**config.mk**
```make
export PLATFORM = sky130hd
export DESIGN_NAME = sar_seq_top
export DESIGN_NICKNAME = d
export VERILOG_FILES = /design/src/rtl/sar_seq_pkg.sv /design/src/rtl/sar_convclk.sv /design/src/rtl/sar_ctrl.sv /design/src/rtl/sar_datapath.sv /design/src/rtl/sar_seq_top.sv
export SDC_FILE = /design/constraint.sdc
export NUM_CORES = 1
export LEC_CHECK = 0
export ABC_CLOCK_PERIOD_IN_PS = 2650
export CELL_PAD_IN_SITES_DETAIL_PLACEMENT = 1
export CELL_PAD_IN_SITES_GLOBAL_PLACEMENT = 2
export CORE_MARGIN = 1.5
export CORE_UTILIZATION = 30
export DETAILED_ROUTE_END_ITERATION = 7
export PLACE_DENSITY = 0.74
export SYNTH_ARGS = -nofsm -noshare
export SYNTH_HDL_FRONTEND = slang
export SYNTH_SLANG_ARGS = --single-unit
export TNS_END_PERCENT = 100
```
**constraint.sdc**
```tcl
create_clock -name clk -period 2.65 [get_ports clk]
set_clock_uncertainty 0.1 [all_clocks]
set_input_delay 0.795 -clock clk [delete_from_list [all_inputs] [get_ports clk]]
set_output_delay 0.795 -clock clk [all_outputs]
set_load 0.03 [all_outputs]
```
**src/rtl/sar_seq_pkg.sv**
```systemverilog
package sar_seq_pkg;
  typedef enum logic [1:0] {
    ST_IDLE   = 2'd0,
    ST_DELAY  = 2'd1,
    ST_CONV   = 2'd2,
    ST_FINISH = 2'd3
  } seqState_t;

  typedef struct packed {
    logic clearTrial;
    logic stepTrial;
    logic loadResult;
  } dpCmd_t;
endpackage

```
**src/rtl/sar_convclk.sv**
```systemverilog
module sar_convclk #(
  parameter int DIV_A = 2,
  parameter int DIV_B = 8,
  parameter int DIV_C = 32
) (
  input  logic       clk,
  input  logic       rst_n,
  input  logic       run,
  input  logic       useRc,
  input  logic [1:0] divCode,
  input  logic       rcTick,
  output logic       convTick
);
  localparam int CNT_W = $clog2(DIV_C + 1);

  logic [CNT_W-1:0] divCnt;
  logic [CNT_W-1:0] termCnt;
  logic             divWrap;

  always_comb begin
    case (divCode)
      2'd0:    termCnt = CNT_W'(DIV_A - 1);
      2'd1:    termCnt = CNT_W'(DIV_B - 1);
      default: termCnt = CNT_W'(DIV_C - 1);
    endcase
  end

  assign divWrap = (divCnt == termCnt);

  always_ff @(posedge clk or negedge rst_n) begin
    if (!rst_n)              divCnt <= '0;
    else if (!run || useRc)  divCnt <= '0;
    else if (divWrap)        divCnt <= '0;
    else                     divCnt <= divCnt + 1'b1;
  end

  assign convTick = run & (useRc ? rcTick : divWrap);
endmodule

```
**src/rtl/sar_ctrl.sv**
```systemverilog
module sar_ctrl
  import sar_seq_pkg::*;
#(
  parameter int WIDTH      = 10,
  parameter int START_CLKS = 4
) (
  input  logic       clk,
  input  logic       rst_n,
  input  logic       goSet,
  input  logic       rcMode,
  input  logic [1:0] divSel,
  input  logic       q4Phase,
  input  logic       adifClr,
  input  logic       convTick,
  output logic       convRun,
  output logic       useRc,
  output logic [1:0] divCode,
  output dpCmd_t     cmd,
  output logic       goBusy,
  output logic       sampleEn,
  output logic       adif
);
  localparam int TICK_W = $clog2(WIDTH + 1);
  localparam int DLY_W  = $clog2(START_CLKS + 1);

  seqState_t        state, stateNext;
  logic [TICK_W-1:0] tickCnt;
  logic [DLY_W-1:0]  dlyCnt;
  logic              lastTick;
  logic              startNow;

  assign startNow = (state == ST_IDLE) && goSet;
  assign lastTick = (tickCnt == TICK_W'(WIDTH));

  always_comb begin
    stateNext      = state;
    cmd            = '0;
    case (state)
      ST_IDLE: begin
        if (goSet) begin
          cmd.clearTrial = 1'b1;
          stateNext      = rcMode ? ST_DELAY : ST_CONV;
        end
      end
      ST_DELAY: begin
        if (dlyCnt == DLY_W'(START_CLKS - 1)) stateNext = ST_CONV;
      end
      ST_CONV: begin
        if (convTick) begin
          if (lastTick) begin
            cmd.loadResult = 1'b1;
            stateNext      = ST_FINISH;
          end else begin
            cmd.stepTrial = 1'b1;
          end
        end
      end
      ST_FINISH: begin
        if (q4Phase) stateNext = ST_IDLE;
      end
      default: stateNext = ST_IDLE;
    endcase
  end

  always_ff @(posedge clk or negedge rst_n) begin
    if (!rst_n) state <= ST_IDLE;
    else        state <= stateNext;
  end

  always_ff @(posedge clk or negedge rst_n) begin
    if (!rst_n) begin
      useRc   <= 1'b0;
      divCode <= 2'd0;
    end else if (startNow) begin
      useRc   <= rcMode;
      divCode <= divSel;
    end
  end

  always_ff @(posedge clk or negedge rst_n) begin
    if (!rst_n)                  dlyCnt <= '0;
    else if (state != ST_DELAY)  dlyCnt <= '0;
    else                         dlyCnt <= dlyCnt + 1'b1;
  end

  always_ff @(posedge clk or negedge rst_n) begin
    if (!rst_n)                          tickCnt <= '0;
    else if (state != ST_CONV)           tickCnt <= '0;
    else if (convTick && !lastTick)      tickCnt <= tickCnt + 1'b1;
  end

  always_ff @(posedge clk or negedge rst_n) begin
    if (!rst_n)              adif <= 1'b0;
    else if (cmd.loadResult) adif <= 1'b1;
    else if (adifClr)        adif <= 1'b0;
  end

  assign convRun  = (state == ST_CONV);
  assign goBusy   = (state == ST_DELAY) || (state == ST_CONV);
  assign sampleEn = (state == ST_IDLE);
endmodule

```
**src/rtl/sar_datapath.sv**
```systemverilog
module sar_datapath
  import sar_seq_pkg::*;
#(
  parameter int WIDTH = 10
) (
  input  logic             clk,
  input  logic             rst_n,
  input  dpCmd_t           cmd,
  input  logic             cmpHigh,
  output logic [WIDTH-1:0] dacCode,
  output logic [WIDTH-1:0] result
);
  logic [WIDTH-1:0] trialMask;
  logic [WIDTH-1:0] decided;

  always_ff @(posedge clk or negedge rst_n) begin
    if (!rst_n)              trialMask <= '0;
    else if (cmd.clearTrial) trialMask <= {1'b1, {(WIDTH-1){1'b0}}};
    else if (cmd.stepTrial)  trialMask <= trialMask >> 1;
  end

  for (genvar i = 0; i < WIDTH; i++) begin : g_bit
    logic bitQ;
    always_ff @(posedge clk or negedge rst_n) begin
      if (!rst_n)                                     bitQ <= 1'b0;
      else if (cmd.clearTrial)                        bitQ <= 1'b0;
      else if (cmd.stepTrial && trialMask[i] && cmpHigh) bitQ <= 1'b1;
    end
    assign decided[i] = bitQ;
  end

  always_ff @(posedge clk or negedge rst_n) begin
    if (!rst_n)              result <= '0;
    else if (cmd.loadResult) result <= decided;
  end

  assign dacCode = decided | trialMask;
endmodule

```
**src/rtl/sar_seq_top.sv**
```systemverilog
module sar_seq_top
  import sar_seq_pkg::*;
#(
  parameter int WIDTH      = 10,
  parameter int DIV_A      = 2,
  parameter int DIV_B      = 8,
  parameter int DIV_C      = 32,
  parameter int START_CLKS = 4
) (
  input  logic             clk,
  input  logic             rst_n,
  input  logic             q4Phase,
  input  logic             rcMode,
  input  logic [1:0]       divSel,
  input  logic             rcTick,
  input  logic             goSet,
  input  logic             adifClr,
  input  logic             cmpHigh,
  output logic [WIDTH-1:0] dacCode,
  output logic             sampleEn,
  output logic             goBusy,
  output logic [WIDTH-1:0] result,
  output logic             adif
);
  dpCmd_t     cmd;
  logic       convRun;
  logic       convTick;
  logic       useRc;
  logic [1:0] divCode;

  sar_ctrl #(.WIDTH(WIDTH), .START_CLKS(START_CLKS)) u_ctrl (
    .clk(clk), .rst_n(rst_n), .goSet(goSet), .rcMode(rcMode), .divSel(divSel),
    .q4Phase(q4Phase), .adifClr(adifClr), .convTick(convTick),
    .convRun(convRun), .useRc(useRc), .divCode(divCode), .cmd(cmd),
    .goBusy(goBusy), .sampleEn(sampleEn), .adif(adif)
  );

  sar_convclk #(.DIV_A(DIV_A), .DIV_B(DIV_B), .DIV_C(DIV_C)) u_clk (
    .clk(clk), .rst_n(rst_n), .run(convRun), .useRc(useRc),
    .divCode(divCode), .rcTick(rcTick), .convTick(convTick)
  );

  sar_datapath #(.WIDTH(WIDTH)) u_dp (
    .clk(clk), .rst_n(rst_n), .cmd(cmd), .cmpHigh(cmpHigh),
    .dacCode(dacCode), .result(result)
  );
endmodule

```
==> results_tabular.tex <==
\begin{tabular}{lr}
\hline
Metric & Value \\
\hline
\multicolumn{2}{l}{\textbf{GRT}} \\
Total routing resource utilization after global routing & 0.1269 \\
Via count of the first global-routing pass & $\sim$1,800 \\
First-pass GRT wire length & approximately 8.5 mm \\
Maximum number of pins on one net before global-route repair & 50 \\
Number of antenna violations at the first check in global routing & 0 \\
Overflow after GRT & 0 \\
\multicolumn{2}{l}{\textbf{Place}} \\
Number of buffers inserted by port buffering & 32 \\
Post-placement cell count & 351 \\
Total half-perimeter wirelength after legalization and detailed placement & 3.340 mm \\
RD Place Congestion & $\sim$0.71 \\
\multicolumn{2}{l}{\textbf{CTS}} \\
TritonCTS clock tree & done \\
Sinks on Clock Net & 49 \\
Post-CTS Resized & 2 \\
Clock buffer count from CTS & 5 \\
Count of buffers added by post-CTS timing repair for setup & 0 \\
Number of H-tree branching levels & 2 \\
Number of hold buffers added after cts & 0 \\
Register clock-pin slew on the reported worst setup and hold paths & about 0.10 ns \\
Clock Latency Late Sink & 0.30 ns \\
Deepest clock path buffer count & 2 \\
Clock Tree Root & clkbuf\_8 \\
\multicolumn{2}{l}{\textbf{Final layout}} \\
Area Overhead vs Synth & 22.77\% \\
Filler Cells Inserted & 843 \\
Final net count & 278 \\
Fraction of final layout cells sized beyond drive strength 1 & 0.1115 \\
Final cell count without fillers & 359 \\
Diode count & 0 \\
Area used by multi-input combinational logic & 974.7 µm² \\
Footprint of the flip-flops and latches & 1226 µm² \\
\multicolumn{2}{l}{\textbf{Critical path}} \\
Data required time at the worst endpoint & 1.76 ns \\
Setup slack, reg-to-reg & 0.62 ns \\
Category of the most critical setup path & reg -> out \\
Cells along the critical path & or2\_2, clkdlybuf4s50\_1 \\
Arrival @ worst endpoint & $\sim$1.6 ns \\
Top cell family by delay on the critical path & buffers and inverters \\
Worst path bufs/invs & 1 \\
Crit-path max FO & 4 \\
Largest stage delay, worst path & $\sim$0.6 ns \\
Worst Setup End Kind & output port \\
Crit-path slowest cell & clkdlybuf4s50\_1 \\
CP Launch Type & flop \\
\multicolumn{2}{l}{\textbf{Logic synthesis}} \\
Gate Count Post-Synth & 225 \\
Number of library cell types mapped by synthesis & 36 \\
Net count of the mapped netlist & between 200 and 250 \\
Number of synthesis warnings & 0 \\
Post-synth top area share & 0.5289 \\
Most used standard cells in the synthesized netlist & dfrtp\_1, a21oi\_1, inv\_1 \\
Proportion of synthesized chip area in sequential cells & 0.5289 \\
Top-count cell post-synth & dfrtp\_1 \\
Cell taking the most area after synthesis & dfrtp\_1 \\
Seq cells post-synth & 49 \\
FFs w/ async S/R, synth & 1.000 \\
Synth area leaders & dfrtp\_1, ha\_1, mux2\_1 \\
Average cell area after synthesis & 10.30 µm² \\
Area of the mapped netlist & 2318 µm² \\
Number of enable flip-flop cells after synthesis & 0 \\
Most used flip-flop cell after synthesis & dfrtp\_1 \\
\multicolumn{2}{l}{\textbf{Timing}} \\
Post-layout min period & 2.535 ns \\
Number of endpoints with negative hold slack in the final report & 0 \\
Sum of negative setup slack & 0 ns \\
Worst Tran Pin Value & 0.6424 ns \\
Final number of setup-violating endpoints & 0 \\
RSZ-0062 raised after global routing & false \\
Timing-limited maximum frequency & 394.5 MHz \\
Final max-slew violation count & 0 \\
Slew margin rel. & 0.5717 \\
Post-route clock period utilization & 0.9565 \\
Final hold slack & around 0.33 ns \\
\multicolumn{2}{l}{\textbf{Floorplan}} \\
Vertical extent of the die & $\sim$90 µm \\
Row count & 31 \\
Starting density of the core & 0.3146 \\
Number of top-level pins & 33 \\
Die outline width & 90.91 µm \\
Standard cell core area & 7370 µm² \\
Area of the die & 8265 µm² \\
\multicolumn{2}{l}{\textbf{Detailed routing}} \\
DRC violation total after the first TritonRoute iteration & between 50 and 60 \\
Average wire per standard cell & 13.53 µm \\
Residual antenna-violating net count after detailed routing & 0 \\
Via total after detailed routing & 1,697 \\
DRC violation count after routing & 0 \\
Length of the first detailed-routing pass in iterations & 4 \\
Routed WL & 4.856 mm \\
Post-DR vias/cell & 4.727 \\
\multicolumn{2}{l}{\textbf{Worst hold path}} \\
Hold/Removal Path Class & reg -> reg \\
\multicolumn{2}{l}{\textbf{Pwr}} \\
PD cells & 771.2 nW/µm² \\
Pwr Total & 2.195 mW \\
Leak Pwr & 1.293 nW \\
Highest ir drop seen on vdd & just under 0.0005 V \\
\multicolumn{2}{l}{\textbf{Run status}} \\
Result of the run & complete, no violations \\
\multicolumn{2}{l}{\textbf{Flow run}} \\
Max cap viols & 0 \\
\hline
\end{tabular}
## area by class of cell
| type | instances | area share |
|---|---|---|
| clock buffer | 6 | 0.02549 |
| clock inverter | 2 | 0.005275 |
| timing repair buffer | 37 | 0.1275 |
| multi-input combinational | 147 | 0.3424 |
| tap | 99 | 0.04352 |
| inverter | 19 | 0.02505 |
| sequential | 49 | 0.4308 |
## through the flow
step / instance area (µm²) / util / setup slack (ns)
4_1_cts: 2846 / 0.3862 / 0.09111
6_report: 2846 / 0.3862 / 0.1153
3_5_place_dp: 2761 / 0.3747 / 0.2415
3_3_place_gp: 2761 / 0.3747 / 0.2592
2_1_floorplan: 2318 / - / 0.7415
5_1_grt: 2846 / 0.3862 / 0.06511
## sequential cells by signal, indices dropped and copies added, names as in the netlist
signal,cells
u_ctrl.useRc,1
u_ctrl.divCode,2
u_dp.trialMask,10
u_ctrl.adif,1
u_dp.result,10
u_ctrl.dlyCnt,3
u_clk.divCnt,6
u_ctrl.tickCnt,4
u_ctrl.state,2
u_dp.g_bit.bitQ,10
## cells in the final DEF, fill, tap and decap left out, types with 2 or more instances in the layout
master,netlist,final
a21boi_1,3,3
a21oi_1,20,20
and2_1,2,2
and3_1,2,2
buf_4,1,4
clkbuf_8,0,5
clkdlybuf4s50_1,0,29
clkinvlp_4,0,2
dfrtp_1,49,49
dlygate4sd2_1,0,2
ha_1,9,9
inv_1,19,19
mux2_1,10,10
mux2i_1,4,4
nand2_1,15,15
nand3_1,13,13
nand4_1,10,10
nor2_1,9,9
nor2b_1,4,4
o21a_1,2,2
o21ai_0,15,15
or2_2,11,11
or3_1,2,2
xnor2_1,2,2
xor2_1,2,2
## metal layers
| layer | GRT usage | wire length, µm |
|---|---|---|
| met2 | 0.2086 | 2288 |
| met3 | 0.02778 | 168 |
| met1 | 0.1676 | 2357 |
| met5 | 0 | 0 |
| met4 | 0.03516 | 41 |
## report_power, final
group	total, mW	internal (mW)	switching, mW
Clock	0.442	0.187	0.256
Sequential	0.935	0.842	0.0929
Combinational	0.818	0.302	0.516
## cells by family (layout without fill, tap and decap cells)
group	count (synthesis)	count (layout)	share of synthesized area
XOR/XNOR	4	4	0.01511
multiplexers	14	14	0.06584
adder cells (fa/ha/maj)	9	9	0.04857
buffers and inverters	29	64	0.05073
flip-flops	49	49	0.5289
AO/OA/AOI/OAI	47	47	0.1236
AND/OR/NAND/NOR	73	73	0.1673
## path summary, 6_finish.rpt
kind                                          startpoint                            end  depth (start not counted)
min in group asynchronous                          rst_n        u_ctrl.adif$_DFFE_PN0P_                          2
hold reg to reg               u_ctrl.dlyCnt[0]$_DFF_PN0_     u_ctrl.dlyCnt[0]$_DFF_PN0_                          1
setup / recovery           u_dp.trialMask[2]$_DFFE_PN0P_                     dacCode[2]                          2
setup reg to reg               u_clk.divCnt[2]$_DFF_PN0_  u_ctrl.tickCnt[3]$_DFFE_PN0P_                          5
max in group asynchronous                          rst_n  u_ctrl.tickCnt[0]$_DFFE_PN0P_                          2
hold / removal                u_ctrl.dlyCnt[0]$_DFF_PN0_     u_ctrl.dlyCnt[0]$_DFF_PN0_                          1
Power figures use the tool's default switching activity.
